==> config.mk <==
export PLATFORM = sky130hd
export DESIGN_NAME = sonar_ranger
export DESIGN_NICKNAME = d
export VERILOG_FILES = /design/src/rtl/sonar_ranger.sv
export SDC_FILE = /design/constraint.sdc
export NUM_CORES = 1
export LEC_CHECK = 0
export CAP_MARGIN = 20
export CORE_AREA = 3 3 150 152
export CTS_BUF_LIST = sky130_fd_sc_hd__clkbuf_8
export DETAILED_ROUTE_END_ITERATION = 6
export DIE_AREA = 0 0 153 155
export GPL_ROUTABILITY_DRIVEN = 0
export GPL_TIMING_DRIVEN = 0
export PLACE_DENSITY = 0.58
export SLEW_MARGIN = 10
export SYNTH_ARGS = -nofsm -noshare
export SYNTH_HDL_FRONTEND = slang
export SYNTH_SLANG_ARGS = --single-unit
export TNS_END_PERCENT = 100
==> constraint.sdc <==
create_clock -name clk -period 10 [get_ports clk]
set_clock_uncertainty 0.05 [all_clocks]
set_input_delay 1 -clock clk [delete_from_list [all_inputs] [get_ports clk]]
set_output_delay 1 -clock clk [all_outputs]
set_load 0.01 [all_outputs]
==> src/rtl/sonar_ranger.sv <==
module sonar_ranger #(
  parameter int CLK_PER_US  = 200,
  parameter int TRIG_US     = 10,
  parameter int PERIOD_CYC  = 12_000_000,
  parameter int RISE_MAX_US = 1000,
  parameter int ECHO_MAX_US = 25000,
  parameter int MIN_MM      = 20,
  parameter int MAX_MM      = 4000,
  parameter int DIST_W      = 12
) (
  input  logic              clk,
  input  logic              rst_n,
  input  logic              echo_in,
  output logic              trig_out,
  output logic [DIST_W-1:0] dist_mm,
  output logic              dist_valid,
  output logic              timeout,
  output logic              range_flag
);

  localparam int LIM_US   = (RISE_MAX_US > ECHO_MAX_US) ? RISE_MAX_US : ECHO_MAX_US;
  localparam int US_W     = $clog2(LIM_US + 1);
  localparam int PRE_W    = (CLK_PER_US > 1) ? $clog2(CLK_PER_US) : 1;
  localparam int PER_W    = $clog2(PERIOD_CYC);
  localparam int TRIG_CYC = TRIG_US * CLK_PER_US;
  localparam int TW       = $clog2(TRIG_CYC + 2);
  localparam int SCALE    = 11239;
  localparam logic [US_W-1:0] TRIG_END = US_W'(TRIG_US - 1);
  localparam logic [US_W-1:0] RISE_LIM = US_W'(RISE_MAX_US);
  localparam logic [US_W-1:0] ECHO_LIM = US_W'(ECHO_MAX_US);
  localparam logic [US_W-1:0] MIN_V    = US_W'(MIN_MM);
  localparam logic [US_W-1:0] MAX_V    = US_W'(MAX_MM);

  typedef enum logic [2:0] {IDLE, TRIG, WAIT_RISE, MEASURE, DONE} state_t;

  state_t           state;
  logic [2:0]       esh;
  logic [PRE_W-1:0] pre;
  logic [US_W-1:0]  us;
  logic [PER_W-1:0] per_cnt;
  logic [US_W+15:0] prod;
  logic [US_W-1:0]  raw;
  logic             rise, fall, tick, start, too_lo, too_hi;

  assign rise     = esh[1] & ~esh[2];
  assign fall     = ~esh[1] & esh[2];
  assign tick     = (pre == PRE_W'(CLK_PER_US - 1));
  assign start    = (per_cnt == PER_W'(PERIOD_CYC - 1));
  assign trig_out = (state == TRIG);
  assign prod     = (US_W+16)'(us) * (US_W+16)'(SCALE);
  assign raw      = prod[US_W+15:16];
  assign too_lo   = (raw < MIN_V);
  assign too_hi   = (raw > MAX_V);

  always_ff @(posedge clk or negedge rst_n) begin
    if (!rst_n) begin
      state      <= IDLE;
      esh        <= '0;
      pre        <= '0;
      us         <= '0;
      per_cnt    <= '0;
      dist_mm    <= '0;
      dist_valid <= 1'b0;
      timeout    <= 1'b0;
      range_flag <= 1'b0;
    end else begin
      esh        <= {esh[1:0], echo_in};
      per_cnt    <= start ? '0 : per_cnt + PER_W'(1);
      dist_valid <= 1'b0;
      pre        <= tick ? '0 : pre + PRE_W'(1);
      if (tick) us <= us + US_W'(1);
      case (state)
        IDLE: if (start) begin
          state <= TRIG;
          pre   <= '0;
          us    <= '0;
        end
        TRIG: if (tick && us == TRIG_END) begin
          state <= WAIT_RISE;
          pre   <= '0;
          us    <= '0;
        end
        WAIT_RISE: if (rise) begin
          state <= MEASURE;
          pre   <= '0;
          us    <= '0;
        end else if (us == RISE_LIM) begin
          timeout <= 1'b1;
          state   <= IDLE;
        end
        MEASURE: if (fall) begin
          state <= DONE;
          pre   <= pre;
          us    <= us;
        end else if (us == ECHO_LIM) begin
          timeout <= 1'b1;
          state   <= IDLE;
        end
        DONE: begin
          dist_mm    <= DIST_W'(too_lo ? MIN_V : (too_hi ? MAX_V : raw));
          range_flag <= too_lo | too_hi;
          dist_valid <= 1'b1;
          timeout    <= 1'b0;
          state      <= IDLE;
        end
        default: state <= IDLE;
      endcase
    end
  end

  logic [TW-1:0] trig_run;
  always_ff @(posedge clk or negedge rst_n) begin
    if (!rst_n) trig_run <= '0;
    else        trig_run <= trig_out ? trig_run + TW'(1) : '0;
  end

  assert_trig_width_R1: assert property (@(posedge clk) disable iff (!rst_n)
    trig_out |-> (trig_run < TW'(TRIG_CYC)));
  assert_trig_full_R1: assert property (@(posedge clk) disable iff (!rst_n)
    $fell(trig_out) |-> (trig_run == TW'(TRIG_CYC)));
  assert_dist_bounds_R4: assert property (@(posedge clk) disable iff (!rst_n)
    dist_valid |-> (dist_mm >= DIST_W'(MIN_MM) && dist_mm <= DIST_W'(MAX_MM)));
  assert_hold_on_timeout_R5: assert property (@(posedge clk) disable iff (!rst_n)
    $rose(timeout) |-> ($stable(dist_mm) && !dist_valid));
  assert_valid_single_R7: assert property (@(posedge clk) disable iff (!rst_n)
    dist_valid |=> !dist_valid);
  assert_valid_clears_R7: assert property (@(posedge clk) disable iff (!rst_n)
    dist_valid |-> !timeout);

endmodule

==> results of run 1 <==
worst max-delay path, cell delays in order (launching register included):
cell                        delay [ns]
sky130_fd_sc_hd__dfrtp_1          0.75
sky130_fd_sc_hd__fa_1             0.55
sky130_fd_sc_hd__fa_1             0.53
sky130_fd_sc_hd__inv_1            0.05
sky130_fd_sc_hd__fa_1             0.51
sky130_fd_sc_hd__inv_1            0.07
sky130_fd_sc_hd__fa_1             0.50
sky130_fd_sc_hd__fa_1             0.54
sky130_fd_sc_hd__inv_1            0.05
sky130_fd_sc_hd__fa_1             0.51
sky130_fd_sc_hd__inv_1            0.05
sky130_fd_sc_hd__ha_1             0.34
sky130_fd_sc_hd__nand2_1          0.12
sky130_fd_sc_hd__a2111oi_0        0.47
sky130_fd_sc_hd__o211ai_1         0.24
sky130_fd_sc_hd__nand3_1          0.27
sky130_fd_sc_hd__xnor2_1          0.18
sky130_fd_sc_hd__nand2_1          0.09
sky130_fd_sc_hd__nor4_2           0.35
sky130_fd_sc_hd__a41oi_2          0.29
sky130_fd_sc_hd__a32o_1           0.34
stage by stage:
stage          hold WS [ns]  setup slack [ns]  area, µm²
2_1_floorplan         0.281              3.86       8420
4_1_cts               0.298              3.02       9170
5_1_grt               0.300              2.61       9170
6_report              0.297              3.03       9170
3_3_place_gp          0.291              3.07       8950
3_5_place_dp          0.293              3.07       8970
cell families after synthesis:
family                     Yosys count
DFF                                 68
muxes                                3
buffers and inverters              196
AOI/OAI and AO/OA                  149
xor gates and xnor gates            42
adders and majority gates          216
and+or+nand+nor                    224
layer usage:
metal,global-route usage,vias to the layer above,wire (µm)
met1,0.247,2898,9230
met5,0,-,0
met4,0.0344,0,232
met3,0.0303,15,708
met2,0.264,117,8430
li1,-,3036,-
synthesized netlist by cell type, drive strengths merged, types with 9 or more instances:
cell type	count
xnor2	28
o21ai	43
and3	9
a21oi	40
nor3	10
nand3	28
xor2	14
ha	123
inv	180
nand2	52
buf	9
fa	93
nor2	71
dfrtp	68
o211ai	9
nand4	14
how the worst min path moves through the flow:
| stage | from | endpoint | depth (start not counted) |
|---|---|---|---|
| final | esh[0] | esh[1] | 0 |
| after global routing | esh[0] | esh[1] | 0 |
| after CTS | esh[0] | esh[1] | 0 |
| after detailed placement | esh[0] | esh[1] | 0 |
| after global placement | esh[0] | esh[1] | 0 |
| after floorplan | esh[0] | esh[1] | 0 |
report_power, final:
part	internal (mW)	total, mW	switching, mW
logic	0.00200	0.00796	0.00596
registers	0.275	0.276	0.000437
clock network	0.116	0.235	0.119
total	0.394	0.519	0.126
final cells by class:
cell class | instances | area (µm²) | area share
multi-input combinational | 634 | 5940 | 0.648
timing repair buffer | 19 | 205 | 0.0224
tap | 275 | 344 | 0.0375
sequential | 68 | 1700 | 0.186
clock inverter | 7 | 75.1 | 0.00819
clock buffer | 9 | 124 | 0.0135
buffer | 16 | 104 | 0.0113
inverter | 180 | 676 | 0.0737
state kept, by name, summed over array words and instances, names as in the netlist:
signal,count
us,15
per_cnt,24
esh,3
pre,8
dist_valid,1
timeout,1
state,3
dist_mm,12
range_flag,1
==> results.cfg, run 1 <==
[drt]
post-route-drc-count = 0
tritonroute_pass_1_iters = 5
routed_via_density = 5.02
finalWirelength_mm = 18.6
dr.first_iter.drc_count = 287
ant_nets = 0
num_vias = 6066
avgRoutedWirePerCell_um = 15.4

[placed_design]
placedCellCount = 1192
place.detailed.hpwl_mm = 15.6
port_buffers = 18

[global_route]
grt_antenna_before_repair = 0
global_route_wire_length_before_repair_mm = 32.3
first_global_vias = 6171
grt_remaining_overflow = 0
grt_max_degree = 63
grt.total_usage = 0.169

[floorplan]
rows = 53
die_y_um = 155
start_util = 0.398
floorplan.die_area_um2 = 23700
core_box_area_um2 = 21200
floorplan.die.width_um = 153
top_level_ports = 19

[synthesis]
synth_compound_gate_area_share = 0.124
xor_and_xnor_area_share_after_synthesis = 0.0437
synth-simple-area-share = 0.131
syn-cell-area_um2 = 8420
avgSynthCellArea_um2 = 9.38
main_combinational_cell_family_by_area_after_synthesis = adder cells
yosys_warnings = 0
ys.flop_type = sky130_fd_sc_hd__dfrtp_1
async_reset_ff_frac = 1.00
synth-seq-cells = 68
synth_area_leader_cell = sky130_fd_sc_hd__fa_1
synth_cells = 898
synthAdderAreaFrac = 0.404
synth_area_leaders = sky130_fd_sc_hd__fa_1 (22%), sky130_fd_sc_hd__dfrtp_1 (20%), sky130_fd_sc_hd__ha_1 (18%)
yosysSeqAreaShare = 0.202
yosys-mux-area-fraction = 0.00357
synth_enable_flop_cells = 0
netlist_cell_types = 79
synth.net_count = 1117
netlist.area_leader.share = 0.221

[final_layout]
area.growth.synth_to_final_pct = 8.88
stdcell_count = 1208
mostFrequentLayoutCells = sky130_fd_sc_hd__inv_1 (179), sky130_fd_sc_hd__ha_1 (123), sky130_fd_sc_hd__fa_1 (93)
fin_nets = 1147
final_core_util = 0.433
drive_above_1_share = 0.0622
mostFrequentLayoutCell = sky130_fd_sc_hd__inv_1
antenna_cells_inserted = 0
fill_cells = 2093

[timing]
slew_violations = 0
final_min_period_over_clock_period = 0.697
setup_repair_after_global_routing_missed_its_margin = no
worst_slew_pin_slew_ns = 0.735
clock.fmax_mhz = 143
setup-tns-final_ns = 0
report.final.hold_viol_count = 0
relSlewSlack = 0.508
finalCriticalPeriod_ns = 6.97
report.final.setup_viol = 0

[critical_path]
critical_path.startpoint = us[7]
critical_path_arrival_ns = 7.18
crit_required_ns = 10.21
crit-reg2reg-launch = us[7]
worst_r2r_setup_slack_ns = 3.03
crit_path_end = dist_mm[3]
worst_setup_path_end_kind = register
crit_path_max_fanout = 10
critical_path.startpoint_type = register
critical_path_class = reg -> reg
reg2regPathDepth = 20
critical_path.reg2reg.endpoint = dist_mm[3]

[clock_network]
root_buffer = sky130_fd_sc_hd__clkbuf_8
cts_setup_buffers = 0
htree_num_levels = 3
hold_buffers = 0
cts.repair.resized = 0
clk_path_buf_depth = 2
clk-insertion-delay-late_ns = 0.37
cts_tree = done
cts-buffers-inserted = 9
tritoncts_num_sinks = 68
path_clk_slew_ns = 0.09

[power_and_ir_drop]
p_leak_nw = 4.88
power.ir.vdd_worst_mv = 0.0488
power_per_cell_area_nw_per_um2 = 56.6
total_power_uw = 519

[hold_path]
timing.hold.worst.class = reg -> reg

[run_status]
run_status = finished clean

[job]
max_cap_violations = 0
(Power assumes the default switching activity.)
==> inputs of run 2 (changes only) <==
clock period = 7.1 ns   (was 10 ns; I/O delays follow)
==> run 2 against run 1 <==
Compared with the run above: wire length increased by 0.22%; final area rose by 0.16%; die area stayed put; clock power grew 42%; via count is 0.35% lower; flip-flop and latch count unchanged; power up 41%; sequential share of layout area is essentially flat; count of clock-buffer cells in the layout stayed put; register-to-register slack worse by 2.6 ns; worst hold slack lost 0.20 ns; largest power group unchanged.
==> results.cfg, run 2 (same netlist as run 1, synthesis figures left out) <==
[run_status]
run_status = finished clean

[global_route]
grt.total_usage = 0.169
first_global_vias = 6171
grt_remaining_overflow = 0
global_route.peak_usage_layer = met2
global_route_wire_length_before_repair_mm = 32.3
grt_max_degree = 63
grt_antenna_before_repair = 0
met1_usage = 0.247
groute.layer.met3.usage = 0.0303
grtUsageMet2 = 0.264

[placed_design]
port_buffers = 18
placed_cell_area_um2 = 8970
place.detailed.hpwl_mm = 15.6

[critical_path]
cpMostUsedCell = sky130_fd_sc_hd__fa_1
total_buffers_and_inverters_traversed_by_the_critical_path = 4
critical_path_arrival_ns = 6.89
critical_path.reg2reg.endpoint = dist_mm[3]
reg2regPathDepth = 20
worst_path_largest_cell_delay_ns = 0.58
crit-reg2reg-launch = us[7]
crit_path_top_delay_cell = sky130_fd_sc_hd__dfrtp_2
crit_required_ns = 7.31
critical_path_class = reg -> reg
worst_r2r_setup_slack_ns = 0.42
cpLargestDelayFamily = adder cells
crit_path_max_fanout = 10
crit_path_cell_trace = fa_1 -> fa_1 -> inv_1 -> fa_1 -> inv_1 -> fa_1 -> fa_1 -> inv_1 -> fa_1 -> inv_1 -> ha_1 -> nand2_1 -> a2111oi_1 -> o211ai_1 -> nand3_1 -> xnor2_1 -> nand2_1 -> nor4_2 -> a41oi_2 -> a32o_1
worst_setup_path_end_kind = register
critical_path.startpoint_type = register

[timing]
worst_slew_pin_slew_ns = 0.692
setup-tns-final_ns = 0
finalCriticalPeriod_ns = 6.68
relSlewSlack = 0.534
final_min_period_over_clock_period = 0.940
report.final.hold_viol_count = 0
setup_repair_after_global_routing_missed_its_margin = no
clock.fmax_mhz = 150
slew_violations = 0
report.final.setup_viol = 0

[floorplan]
die_y_um = 155
top_level_ports = 19
rows = 53
floorplan.die.width_um = 153
start_util = 0.398
floorplan.die_area_um2 = 23700
core_box_area_um2 = 21200

[drt]
post-route-drc-count = 0
routed_via_density = 5.00
finalWirelength_mm = 18.6
num_vias = 6045
tritonroute_pass_1_iters = 5
avgRoutedWirePerCell_um = 15.4
dr.first_iter.drc_count = 301
ant_nets = 0

[final_layout]
mostFrequentLayoutCells = sky130_fd_sc_hd__inv_1 (179), sky130_fd_sc_hd__ha_1 (123), sky130_fd_sc_hd__fa_1 (93)
mostFrequentLayoutCell = sky130_fd_sc_hd__inv_1
drive_above_1_share = 0.0686
largest_reg_flops = 24
stdcell_area_um2 = 9190
top_register = per_cnt
area.growth.synth_to_final_pct = 9.06
antenna_cells_inserted = 0
reg_top3 = per_cnt (24), us (15), dist_mm (12)
fin_nets = 1147

[clock_network]
path_clk_slew_ns = 0.08
hold_buffers = 0
clk-insertion-delay-late_ns = 0.37
cts.repair.resized = 0
root_buffer = sky130_fd_sc_hd__clkbuf_8
cts-buffers-inserted = 9
cts_setup_buffers = 0
tritoncts_num_sinks = 68
cts_tree = done
clk_path_buf_depth = 2
htree_num_levels = 3

[job]
max_cap_violations = 0

[power_and_ir_drop]
power_per_cell_area_nw_per_um2 = 79.8
power.ir.vdd_worst_mv = 0.0694
p_leak_nw = 4.87

[hold_path]
timing.hold.worst.class = in -> async
==> run 2: cell types whose count changed in the layout (fill, tap and decap cells not counted) <==
cell,previous run,this run
sky130_fd_sc_hd__dfrtp_1,68,63
sky130_fd_sc_hd__dfrtp_2,0,5
sky130_fd_sc_hd__xor2_1,14,13
sky130_fd_sc_hd__a2111oi_0,3,2
sky130_fd_sc_hd__a2111oi_1,0,1
sky130_fd_sc_hd__xor2_2,0,1
==> run 2: layer usage <==
layer  routed length (µm)  part of all wire
met5                    0                 0
met3                  635             0.034
met1                 9340              0.50
met4                  223             0.012
met2                 8440              0.45
==> run 2: worst max-delay path by stage <==
stage | depth (start not counted) | start | slack, ns | to
finish | 20 | us[7] | 0.42 | dist_mm[3]
global route | 20 | us[7] | 0.01 | dist_mm[3]
CTS | 20 | us[7] | 0.12 | dist_mm[3]
detailed placement | 20 | us[7] | 0.17 | dist_mm[3]
global placement | 20 | us[7] | 0.17 | dist_mm[3]
floorplan | 20 | us[7] | 0.96 | dist_mm[0]
==> run 2: final cells by class <==
| class | instances | area, µm² |
|---|---|---|
| plain buffers | 16 | 104 |
| clock buffers | 9 | 124 |
| clock inverters | 7 | 75.1 |
| fillers | 2090 | 12000 |
| inverters | 180 | 676 |
| multi-input cells | 634 | 5950 |
| flip-flops and latches | 68 | 1710 |
| well taps | 275 | 344 |
| repair buffers | 19 | 205 |
==> run 2: worst reg2reg max path: cells and delay by family, from the launching register on <==
family                   cells  cell delay [ns]
AO/OA/AOI/OAI                4             1.26
AND/OR/NAND/NOR              4             0.83
buffers and inverters        4             0.22
XOR/XNOR                     1             0.18
adder cells (fa/ha/maj)      7             3.44
flip-flops                   1             0.58
==> run 2: report_power, final <==
part,internal [mW],leakage [nW],switching [mW]
sequential,0.388,0.906,0.000610
combinational,0.00281,3.86,0.00840
clock,0.164,0.104,0.169
total,0.554,4.87,0.178
==> run 2: per-stage QoR <==
stage	hold WS [ns]	util	std cells	worst slack (ns)	total power [mW]
after floorplan	0.281	-	898	0.957	0.397
after global placement	0.291	0.423	1191	0.167	0.406
after detailed placement	0.293	0.424	1192	0.175	0.408
after CTS	0.0867	0.433	1208	0.120	0.745
after global routing	0.0743	0.434	1208	0.00968	0.769
final	0.0954	0.434	1208	0.424	0.733
==> inputs of run 3 (changes only) <==
clock period = 7.55 ns   (was 7.1 ns; I/O delays follow)
==> results of run 3 <==
The final DEF is identical to that of run 1. Status: finished clean.
Main changes from that run: setup slack after placement 3.07 ns -> 0.625 ns; clock-pin slew on the worst setup and hold paths 0.09 ns -> 0.08 ns; setup slack after layout 3.03 ns -> 0.581 ns; hold slack 0.297 ns -> 0.142 ns; register-to-register setup slack 3.03 ns -> 0.58 ns; total power 0.519 mW -> 0.688 mW; worst IR drop on VDD 0.0488 mV -> 0.0647 mV
